## src/rtl/coinc_pkg.sv

```systemverilog
package coinc_pkg;

   localparam int DEF_TAPS = 5;

   typedef int tap_int_t [DEF_TAPS];

   // near-coincidence counter states, index 0 is exact alignment
   localparam tap_int_t DEF_STATE = '{0, 451, 902, 1042, 1493};

   // signed position of each state against the nearest reference edge, ps
   localparam tap_int_t DEF_SKEW  = '{0, -51, -103, 103, 51};

   function automatic int idx_w(input int n);
      return (n < 2) ? 1 : $clog2(n);
   endfunction

endpackage

```

## src/rtl/coinc_counter.sv

```systemverilog
module coinc_counter #(
   parameter int MOD = 1944,
   parameter int CW  = $clog2(MOD)
) (
   input  logic          clk,
   input  logic          rst_n,
   output logic [CW-1:0] cnt_o,
   output logic          wrap_o
);

   localparam logic [CW-1:0] LAST = CW'(MOD - 1);

   logic [CW-1:0] cnt_q;
   logic          wrap_q;

   if (MOD < 2) begin : g_bad_mod
      $error("coinc_counter: MOD must be at least 2");
   end
   if ((1 << CW) < MOD) begin : g_bad_cw
      $error("coinc_counter: CW too narrow for MOD");
   end

   always_ff @(posedge clk or negedge rst_n) begin
      if (!rst_n) begin
         cnt_q  <= '0;
         wrap_q <= 1'b0;
      end else begin
         if (cnt_q == LAST) begin
            cnt_q <= '0;
         end else begin
            cnt_q <= cnt_q + 1'b1;
         end
         wrap_q <= (cnt_q == LAST);
      end
   end

   assign cnt_o  = cnt_q;
   assign wrap_o = wrap_q;

   assert_cnt_range_R1: assert property (@(posedge clk) disable iff (!rst_n)
      cnt_q <= LAST);

   assert_cnt_step_R1: assert property (@(posedge clk) disable iff (!rst_n)
      (cnt_q != LAST) |=> (cnt_q == $past(cnt_q) + 1'b1));

   assert_wrap_zero_R2: assert property (@(posedge clk) disable iff (!rst_n)
      wrap_q |-> (cnt_q == '0));

endmodule

```

## src/rtl/coinc_tap_match.sv

```systemverilog
module coinc_tap_match #(
   parameter int MOD      = 1944,
   parameter int CW       = $clog2(MOD),
   parameter int NUM_TAPS = coinc_pkg::DEF_TAPS,
   parameter int TAG_W    = coinc_pkg::idx_w(NUM_TAPS),
   parameter int SKEW_W   = 16,
   parameter int TAP_STATE [NUM_TAPS] = coinc_pkg::DEF_STATE,
   parameter int TAP_SKEW  [NUM_TAPS] = coinc_pkg::DEF_SKEW
) (
   input  logic [CW-1:0]       cnt_i,
   input  logic [NUM_TAPS-1:0] en_i,
   output logic                hit_o,
   output logic [TAG_W-1:0]    tag_o,
   output logic [SKEW_W-1:0]   skew_o
);

   logic [NUM_TAPS-1:0] eq;

   for (genvar g = 0; g < NUM_TAPS; g++) begin : g_tap
      if (TAP_STATE[g] < 0 || TAP_STATE[g] >= MOD) begin : g_bad_state
         $error("coinc_tap_match: tap state out of counter range");
      end
      if (TAP_SKEW[g] >= (1 <<< (SKEW_W - 1)) ||
          TAP_SKEW[g] < -(1 <<< (SKEW_W - 1))) begin : g_bad_skew
         $error("coinc_tap_match: tap offset does not fit SKEW_W");
      end
      assign eq[g] = en_i[g] && (cnt_i == CW'(TAP_STATE[g]));
   end

   // lowest index wins when taps share a state
   always_comb begin
      hit_o  = 1'b0;
      tag_o  = '0;
      skew_o = '0;
      for (int i = NUM_TAPS - 1; i >= 0; i--) begin
         if (eq[i]) begin
            hit_o  = 1'b1;
            tag_o  = TAG_W'(i);
            skew_o = SKEW_W'(TAP_SKEW[i]);
         end
      end
   end

   always_comb begin
      if (hit_o) begin
         assert_hit_enabled_R6: assert (en_i[tag_o]);
      end
   end

endmodule

```

## src/rtl/coinc_decide.sv

```systemverilog
module coinc_decide #(
   parameter int TAG_W  = 3,
   parameter int SKEW_W = 16
) (
   input  logic              clk,
   input  logic              rst_n,
   input  logic              hit_i,
   input  logic [TAG_W-1:0]  tag_i,
   input  logic [SKEW_W-1:0] skew_i,
   input  logic              ref_i,
   output logic              valid_o,
   output logic              late_o,
   output logic [TAG_W-1:0]  tag_o,
   output logic [SKEW_W-1:0] skew_o
);

   if (TAG_W < 1 || SKEW_W < 2) begin : g_bad_w
      $error("coinc_decide: widths too small");
   end

   always_ff @(posedge clk or negedge rst_n) begin
      if (!rst_n) begin
         valid_o <= 1'b0;
         late_o  <= 1'b0;
         tag_o   <= '0;
         skew_o  <= '0;
      end else begin
         valid_o <= hit_i;
         if (hit_i) begin
            late_o <= ref_i;
            tag_o  <= tag_i;
            skew_o <= skew_i;
         end
      end
   end

   assert_valid_follows_hit_R3: assert property (@(posedge clk) disable iff (!rst_n)
      valid_o |-> $past(hit_i));

   assert_late_is_sample_R4: assert property (@(posedge clk) disable iff (!rst_n)
      valid_o |-> (late_o == $past(ref_i)));

   assert_hold_between_R5: assert property (@(posedge clk) disable iff (!rst_n)
      !hit_i |=> ($stable(tag_o) && $stable(skew_o) && $stable(late_o)));

endmodule

```

## src/rtl/coinc_phase_sampler.sv

```systemverilog
module coinc_phase_sampler #(
   parameter int MOD      = 1944,
   parameter int NUM_TAPS = coinc_pkg::DEF_TAPS,
   parameter int SKEW_W   = 16,
   parameter int TAP_STATE [NUM_TAPS] = coinc_pkg::DEF_STATE,
   parameter int TAP_SKEW  [NUM_TAPS] = coinc_pkg::DEF_SKEW,
   localparam int CW    = $clog2(MOD),
   localparam int TAG_W = coinc_pkg::idx_w(NUM_TAPS)
) (
   input  logic                     clk,
   input  logic                     rst_n,
   input  logic                     ref_sync_i,
   input  logic [NUM_TAPS-1:0]      tap_en_i,
   output logic                     late_o,
   output logic                     dec_valid_o,
   output logic [TAG_W-1:0]         dec_tag_o,
   output logic signed [SKEW_W-1:0] dec_skew_o,
   output logic [CW-1:0]            cnt_o,
   output logic                     wrap_o
);

   if (NUM_TAPS < 1) begin : g_bad_taps
      $error("coinc_phase_sampler: NUM_TAPS must be at least 1");
   end
   if (SKEW_W > 32) begin : g_bad_skew_w
      $error("coinc_phase_sampler: SKEW_W above 32");
   end

   logic [CW-1:0]     cnt;
   logic              hit;
   logic [TAG_W-1:0]  hit_tag;
   logic [SKEW_W-1:0] hit_skew;
   logic [SKEW_W-1:0] skew_q;

   coinc_counter #(
      .MOD (MOD),
      .CW  (CW)
   ) u_counter (
      .clk    (clk),
      .rst_n  (rst_n),
      .cnt_o  (cnt),
      .wrap_o (wrap_o)
   );

   coinc_tap_match #(
      .MOD       (MOD),
      .CW        (CW),
      .NUM_TAPS  (NUM_TAPS),
      .TAG_W     (TAG_W),
      .SKEW_W    (SKEW_W),
      .TAP_STATE (TAP_STATE),
      .TAP_SKEW  (TAP_SKEW)
   ) u_match (
      .cnt_i  (cnt),
      .en_i   (tap_en_i),
      .hit_o  (hit),
      .tag_o  (hit_tag),
      .skew_o (hit_skew)
   );

   coinc_decide #(
      .TAG_W  (TAG_W),
      .SKEW_W (SKEW_W)
   ) u_decide (
      .clk     (clk),
      .rst_n   (rst_n),
      .hit_i   (hit),
      .tag_i   (hit_tag),
      .skew_i  (hit_skew),
      .ref_i   (ref_sync_i),
      .valid_o (dec_valid_o),
      .late_o  (late_o),
      .tag_o   (dec_tag_o),
      .skew_o  (skew_q)
   );

   assign cnt_o      = cnt;
   assign dec_skew_o = $signed(skew_q);

   assert_wrap_after_last_R2: assert property (@(posedge clk) disable iff (!rst_n)
      wrap_o |-> ($past(cnt) == CW'(MOD - 1)));

   assert_tag_range_R5: assert property (@(posedge clk) disable iff (!rst_n)
      dec_valid_o |-> (int'(dec_tag_o) < NUM_TAPS));

   assert_valid_enabled_R6: assert property (@(posedge clk) disable iff (!rst_n)
      dec_valid_o |-> ($past(tap_en_i) != '0));

endmodule

```

## config.mk

```make
export PLATFORM = sky130hd
export DESIGN_NAME = coinc_phase_sampler
export DESIGN_NICKNAME = d
export VERILOG_FILES = /design/src/rtl/coinc_pkg.sv /design/src/rtl/coinc_counter.sv /design/src/rtl/coinc_tap_match.sv /design/src/rtl/coinc_decide.sv /design/src/rtl/coinc_phase_sampler.sv
export SDC_FILE = /design/constraint.sdc
export NUM_CORES = 1
export LEC_CHECK = 0
export BUFFER_PORTS_ARGS = -buffer_cell sky130_fd_sc_hd__buf_2
export CORE_MARGIN = 3
export CORE_UTILIZATION = 30
export CTS_BUF_LIST = sky130_fd_sc_hd__clkbuf_4 sky130_fd_sc_hd__clkbuf_8 sky130_fd_sc_hd__clkbuf_16
export CTS_CLUSTER_SIZE = 12
export DETAILED_ROUTE_END_ITERATION = 7
export HOLD_SLACK_MARGIN = 0.08
export PLACE_DENSITY_LB_ADDON = 0.25
export SYNTH_ARGS = -nofsm -noshare
export SYNTH_HDL_FRONTEND = slang
export SYNTH_HIERARCHICAL = 1
export SYNTH_SLANG_ARGS = --single-unit
```

## constraint.sdc

```tcl
create_clock -name clk -period 1.9 [get_ports clk]
set_input_delay 0 -clock clk [delete_from_list [all_inputs] [get_ports clk]]
set_output_delay 0 -clock clk [all_outputs]
set_load 0.1 [all_outputs]
```

After elaboration in Yosys (flattened, before gate mapping)

Index checks and enable logic that the tools add are counted.

Register bits after elaboration: 33
Input port bits: 8
Output and inout bits: 33

Add/sub/neg operators: 1
Eq/ne operators: 5
Multiplexer cells: 16
Reduce and logical (&&, ||, !) cells: 6

Operators with widths:

| operator                                               | number |
|---|---|
| two-way mux 16 bit                                     | 3 |
| equality test 11 bit (second input constant)           | 3 |
| two-way mux 3 bit                                      | 5 |
| adder 11 x 1 -> 11 bit (second input constant)         | 1 |
| equality test 11 x 10 -> 1 bit (second input constant) | 1 |
| equality test 11 x 9 -> 1 bit (second input constant)  | 1 |
| logical NOT 11 bit                                     | 1 |
| two-way mux 11 bit                                     | 1 |
| two-way mux 7 bit                                      | 1 |
| two-way mux 6 bit                                      | 1 |
| logical AND 1 bit                                      | 5 |
| two-way mux 1 bit                                      | 5 |

Logic depth before layout (Yosys ltp)

Word-level depth: 7
Gate-level depth with buffers: 6
Gate-level depth less buffers: 5

Modules after synthesis

The synthesis kept the hierarchy.

By module, submodules not included:

| module          | times used | cells an instance | area each (sq um) | seq. area each (sq um) |
|---|---|---|---|---|
| coinc_decide    | 1          | 43                | 848.3             | 525.5 |
| coinc_counter   | 1          | 55                | 604.3             | 300.3 |
| coinc_tap_match | 1          | 37                | 294.0             | 0.0 |

Least setup slack after synthesis

No wires, ideal clock.

Kind: register to register
Start point: register u_counter.cnt_q[2] (netlist: u_counter/cnt_o[2])
End point: register u_decide.late_o
Setup time: 0.126 ns
Arrival: 2.386 ns
Data required time: 1.774 ns
Setup slack: -0.613 ns
Cell stages (with the launch flop): 7
Cells stage by stage: dfrtp_1 > and4bb_2 > nand4_1 > nand4_2 > a31o_1 > buf_6 > mux2_4

Word-level cells in the longest chain between the ends: 7
Elaborated cells on any way between the ends: 15

Ends and longest elaborated chain:

| element                        | RTL line                  | text |
|---|---|---|
| from (decl)                    | coinc_counter.sv:13       | `logic [CW-1:0] cnt_q;` |
| from (signal assigned)         | coinc_counter.sv:31       | `cnt_q <= cnt_q + 1'b1;` |
| equality test 11 bit           | coinc_tap_match.sv:27     | `assign eq[g] = en_i[g] && (cnt_i == CW'(TAP_STATE[g]));` |
| logical AND 1 bit              | coinc_tap_match.sv:27     |  |
| two-way mux 1 bit (4 in a row) | coinc_tap_match.sv:36     | `if (eq[i]) begin` |
| two-way mux 1 bit (*)          | coinc_tap_match.sv:36     |  |
| via hit                        | coinc_phase_sampler.sv:30 | `logic hit;` |
| to (signal assigned)           | coinc_decide.sv:30        | `late_o <= ref_i;` |
| to (decl)                      | coinc_decide.sv:12        | `output logic late_o,` |

Mark *: on every way through the listed nets, which the timed path passes. The rest lies on a longest branch.
A chain may end at the register's enable or synchronous reset.

Worst setup path after layout

Start point: register u_counter.cnt_q[7] (netlist: u_counter/cnt_o[7])
End point: register u_decide.skew_o[5]

Word-level cells in the longest chain between the ends: 7
Elaborated cells on any way between the ends: 20

Ends and longest elaborated chain:

| element                        | RTL line                  | text |
|---|---|---|
| equality test 11 bit           | coinc_tap_match.sv:27     |  |
| logical AND 1 bit              | coinc_tap_match.sv:27     |  |
| two-way mux 1 bit (4 in a row) | coinc_tap_match.sv:36     |  |
| two-way mux 1 bit (*)          | coinc_tap_match.sv:36     |  |
| via hit                        | coinc_phase_sampler.sv:30 |  |
| to (signal assigned)           | coinc_decide.sv:32        | `skew_o <= skew_i;` |
| to (decl)                      | coinc_decide.sv:14        | `output logic [SKEW_W-1:0] skew_o` |

Marked as above.

==> results.md <==
* Diode count at 0
* Initial Util at 31.3%
* Layout cells sized above 1 at between 50 and 60%
* CTS max path bufs at 2
* Flop2flop setup slack at ~0.027 ns
* Post-Route WL at 3710 µm
* WHS at about 0.34 ns
* Input/output buffers at 40
* RR Startpoint: u_counter/cnt_o[7]
* Syn Area/Cell at 12.9 µm²
* Kind of critical path: reg -> reg
* Row Count at 27
* Crit Path Max Fanout at 10
* Drt drc at 0
* RR Endpoint: u_decide/skew_o[5]
* Net count after synthesis at approximately 140
* Outcome: completed
* Peak VDD IR at 339 µV
* Global-route wire length before repair at ~5900 µm
* Critical path's largest stage delay at between 0.5 and 0.6 ns
* Via count at 1234
* Final core occ at 40.0%
* Top delay family on crit path: simple AND/OR/NAND/NOR gates
* Vias in the first global route at ~1300
* Slowest CP cell: dfrtp_4
* Post-Synthesis Cell Area at roughly 1700 µm²
* Mapped Cells at 135
* Worst Path Arrival at roughly 2 ns
* P&R area growth vs syn at 27.6%
* Hpwl dp at between 2000 and 3000 µm
* FF-to-FF path depth at 6
* Final Skew at 0.00421 ns
* Startpoint Class: flop
* TNS Setup at 0 ns
* Vias/cell at approximately 4.8
* Pwr dens at 562 nW/µm²
* Sequential cell area fraction in the yosys report at 47.3%
* TritonRoute pass-1 iters at 4
* CTS tree: built
* Yosys cell types at 40
* Max_cap viols at 0
* CTS clock-pin slew for the worst setup and hold paths at around 0.07 ns
* IO Count at 41
* Post-route ant nets at 0
* Total chip power at 0.00125 W
* Wire per inst at between 10 and 15 µm
* Syn. warnings at 6
* Largest area contributor in the netlist: dfrtp_1
* Gr usage total at about an eighth
* # fillers at between 500 and 600
* Die height at ~80 µm
* Fin nets at about 190
* F_max at 534 MHz
* P_leak at between 1 and 1.5 nW
* Sink Count at 33
* Core Region at ~5600 µm²
* Slew HR at 50.2%
* H-tree levels at 2
* Worst Path Buf+Inv at 1
* Required time worst endpoint at ~2.1 ns
* Final setup fails at 0
* Worst slew pin tran at roughly 0.75 ns
* DRT iter0 DRCs at 28
* Initial antenna violation count at 0
* Clk_lat worst skew at between 0.2 and 0.3 ns
* Fin. max-slew vios at 0
* Clock root buffer: clkbuf_8
* Most used cell, CP: nand4_2
* Global route overflow at 0
* Number of CTS-inserted buffers at 5
* Synth top area cells: dfrtp_1 (47%), mux2_4 (17%), buf_4 (5.2%)
* Pin count of the biggest net entering global routing at 34
* Die W at 82.3 µm
* Yosys top cell area share at 47.3%
* Min-Delay Path Class: in -> async
* Final Hold Vio Count at 0
* #FFs+latches synth at 33
* Routability congestion estimate at around 0.82
* Period minus WS final at 1.87 ns
* Critical path, cell by cell: nor4_4, nand4_2, nand4_2, a31o_4, clkbuf_16, mux2_4
* Tcrit/Tclk final at a little over nine tenths
* DIE AREA at around 6800 µm²
* Crit. End Element: flop
-- worst max-delay path by stage --
| stage | from | to | depth (start not counted) |
|---|---|---|---|
| floorplan | u_counter/cnt_o[3] | u_decide/late_o | 6 |
| global placement | u_counter/cnt_o[8] | u_decide/skew_o[8] | 6 |
| detailed placement | u_counter/cnt_o[3] | u_decide/skew_o[13] | 6 |
| CTS | u_counter/cnt_o[8] | u_decide/skew_o[13] | 6 |
| global route | u_counter/cnt_o[7] | u_decide/skew_o[10] | 6 |
| finish | u_counter/cnt_o[7] | u_decide/skew_o[5] | 6 |
-- cell usage in the layout (no fill, tap or decap), drive strengths merged, types with 3 or more instances in the layout --
| cell type | n |
|---|---|
| clkbuf | 7 |
| buf | 55 |
| dfrtp | 33 |
| and3b | 3 |
| or3 | 3 |
| xor2 | 3 |
| nand2 | 10 |
| nor4 | 3 |
| nand3 | 4 |
| nand4 | 7 |
| mux2 | 20 |
| nor2 | 5 |
| and3 | 3 |
-- layer usage --
layer  global-route usage, %  share of wire, %  vias up
met5                       0                 0        -
met4                    3.99              0.94        0
met3                    3.25               7.5        4
met2                    20.0                49       50
met1                    13.9                43      603
li1                        -                 -      577
-- synth_stat cells --
library cell / count
nor3_4: 1
a221o_1: 1
ha_1: 1
and3b_1: 1
nor3_1: 1
nand3_1: 4
mux2_4: 20
and4bb_1: 1
inv_1: 2
xnor2_1: 1
or3_1: 3
o21a_1: 1
nor2_1: 5
and3b_2: 2
o311ai_0: 1
xor2_1: 3
buf_6: 3
nor4_2: 1
o21ai_0: 2
a31o_1: 1
nand4b_2: 1
nand4_2: 2
nor4bb_1: 1
or4_1: 1
nand4b_4: 1
buf_4: 12
nand4_1: 5
o211ai_1: 1
nand2b_1: 2
nand2_1: 10
nor2b_1: 1
nor4_4: 1
a21oi_1: 2
and4bb_2: 1
and4b_1: 1
nor4_1: 1
and3_2: 1
dfrtp_1: 33
o21bai_1: 1
and3_1: 2
-- flip-flops by register name, indices dropped and copies added, names as in the netlist --
signal / count
u_decide/skew_o: 16
u_decide/tag_o: 3
u_counter/cnt_o: 11
u_decide/late_o: 1
u_counter/wrap_o: 1
u_decide/valid_o: 1
-- layout make-up --
cell class | count | area, µm² | share of cell area, %
sequential | 33 | 867 | 38.9
timing repair buffer | 58 | 370 | 16.6
clock buffer | 6 | 76.3 | 3.43
clock inverter | 2 | 10.0 | 0.449
multi-input combinational | 85 | 807 | 36.2
inverter | 2 | 7.51 | 0.337
tap | 72 | 90.1 | 4.04
-- power breakdown --
group          internal (W)  switching [W]  leakage, nW
Combinational     0.0000101      0.0000251        0.724
Sequential         0.000703    0.000000552        0.430
Clock              0.000268       0.000245       0.0484
Total              0.000981       0.000270         1.20
-- kinds of logic after synthesis --
group / after synthesis / synth area share (%)
buffers and inverters: 17 / 7.52
xor gates and xnor gates: 4 / 2.01
muxes: 20 / 17.2
DFF: 33 / 47.3
AOI/OAI and AO/OA: 10 / 4.01
and+or+nand+nor: 50 / 21.3
adders and majority gates: 1 / 0.716
-- timing repair --
| item | 4_1_cts | 5_1_grt |
|---|---|---|
| hold buffers | 2 | 0 |
| resized for setup | 0 | 2 |
| gates cloned | 0 | 1 |
| hold endpoints to repair | 34 | 0 |
| setup buffers | 0 | 1 |
| pin swaps | 1 | 2 |
| setup endpoints to repair | 17 | 20 |
-- through the flow --
step / setup slack [ns] / cell area, µm² / instances
floorplan: -0.103 / 1800 / 135
global placement: 0.0478 / 2080 / 246
detailed placement: 0.00451 / 2080 / 246
CTS: 0.00535 / 2190 / 256
global route: -0.0203 / 2230 / 258
finish: 0.0272 / 2230 / 258
-- worst reg2reg max path: cells and delay by family, from the launching register on --
kind            cells  cell delay, ns
simple gates        3            0.62
mux                 1            0.30
compound gates      1            0.14
buf+inv             1            0.17
flops               1            0.53
(Power assumes the default switching activity.)
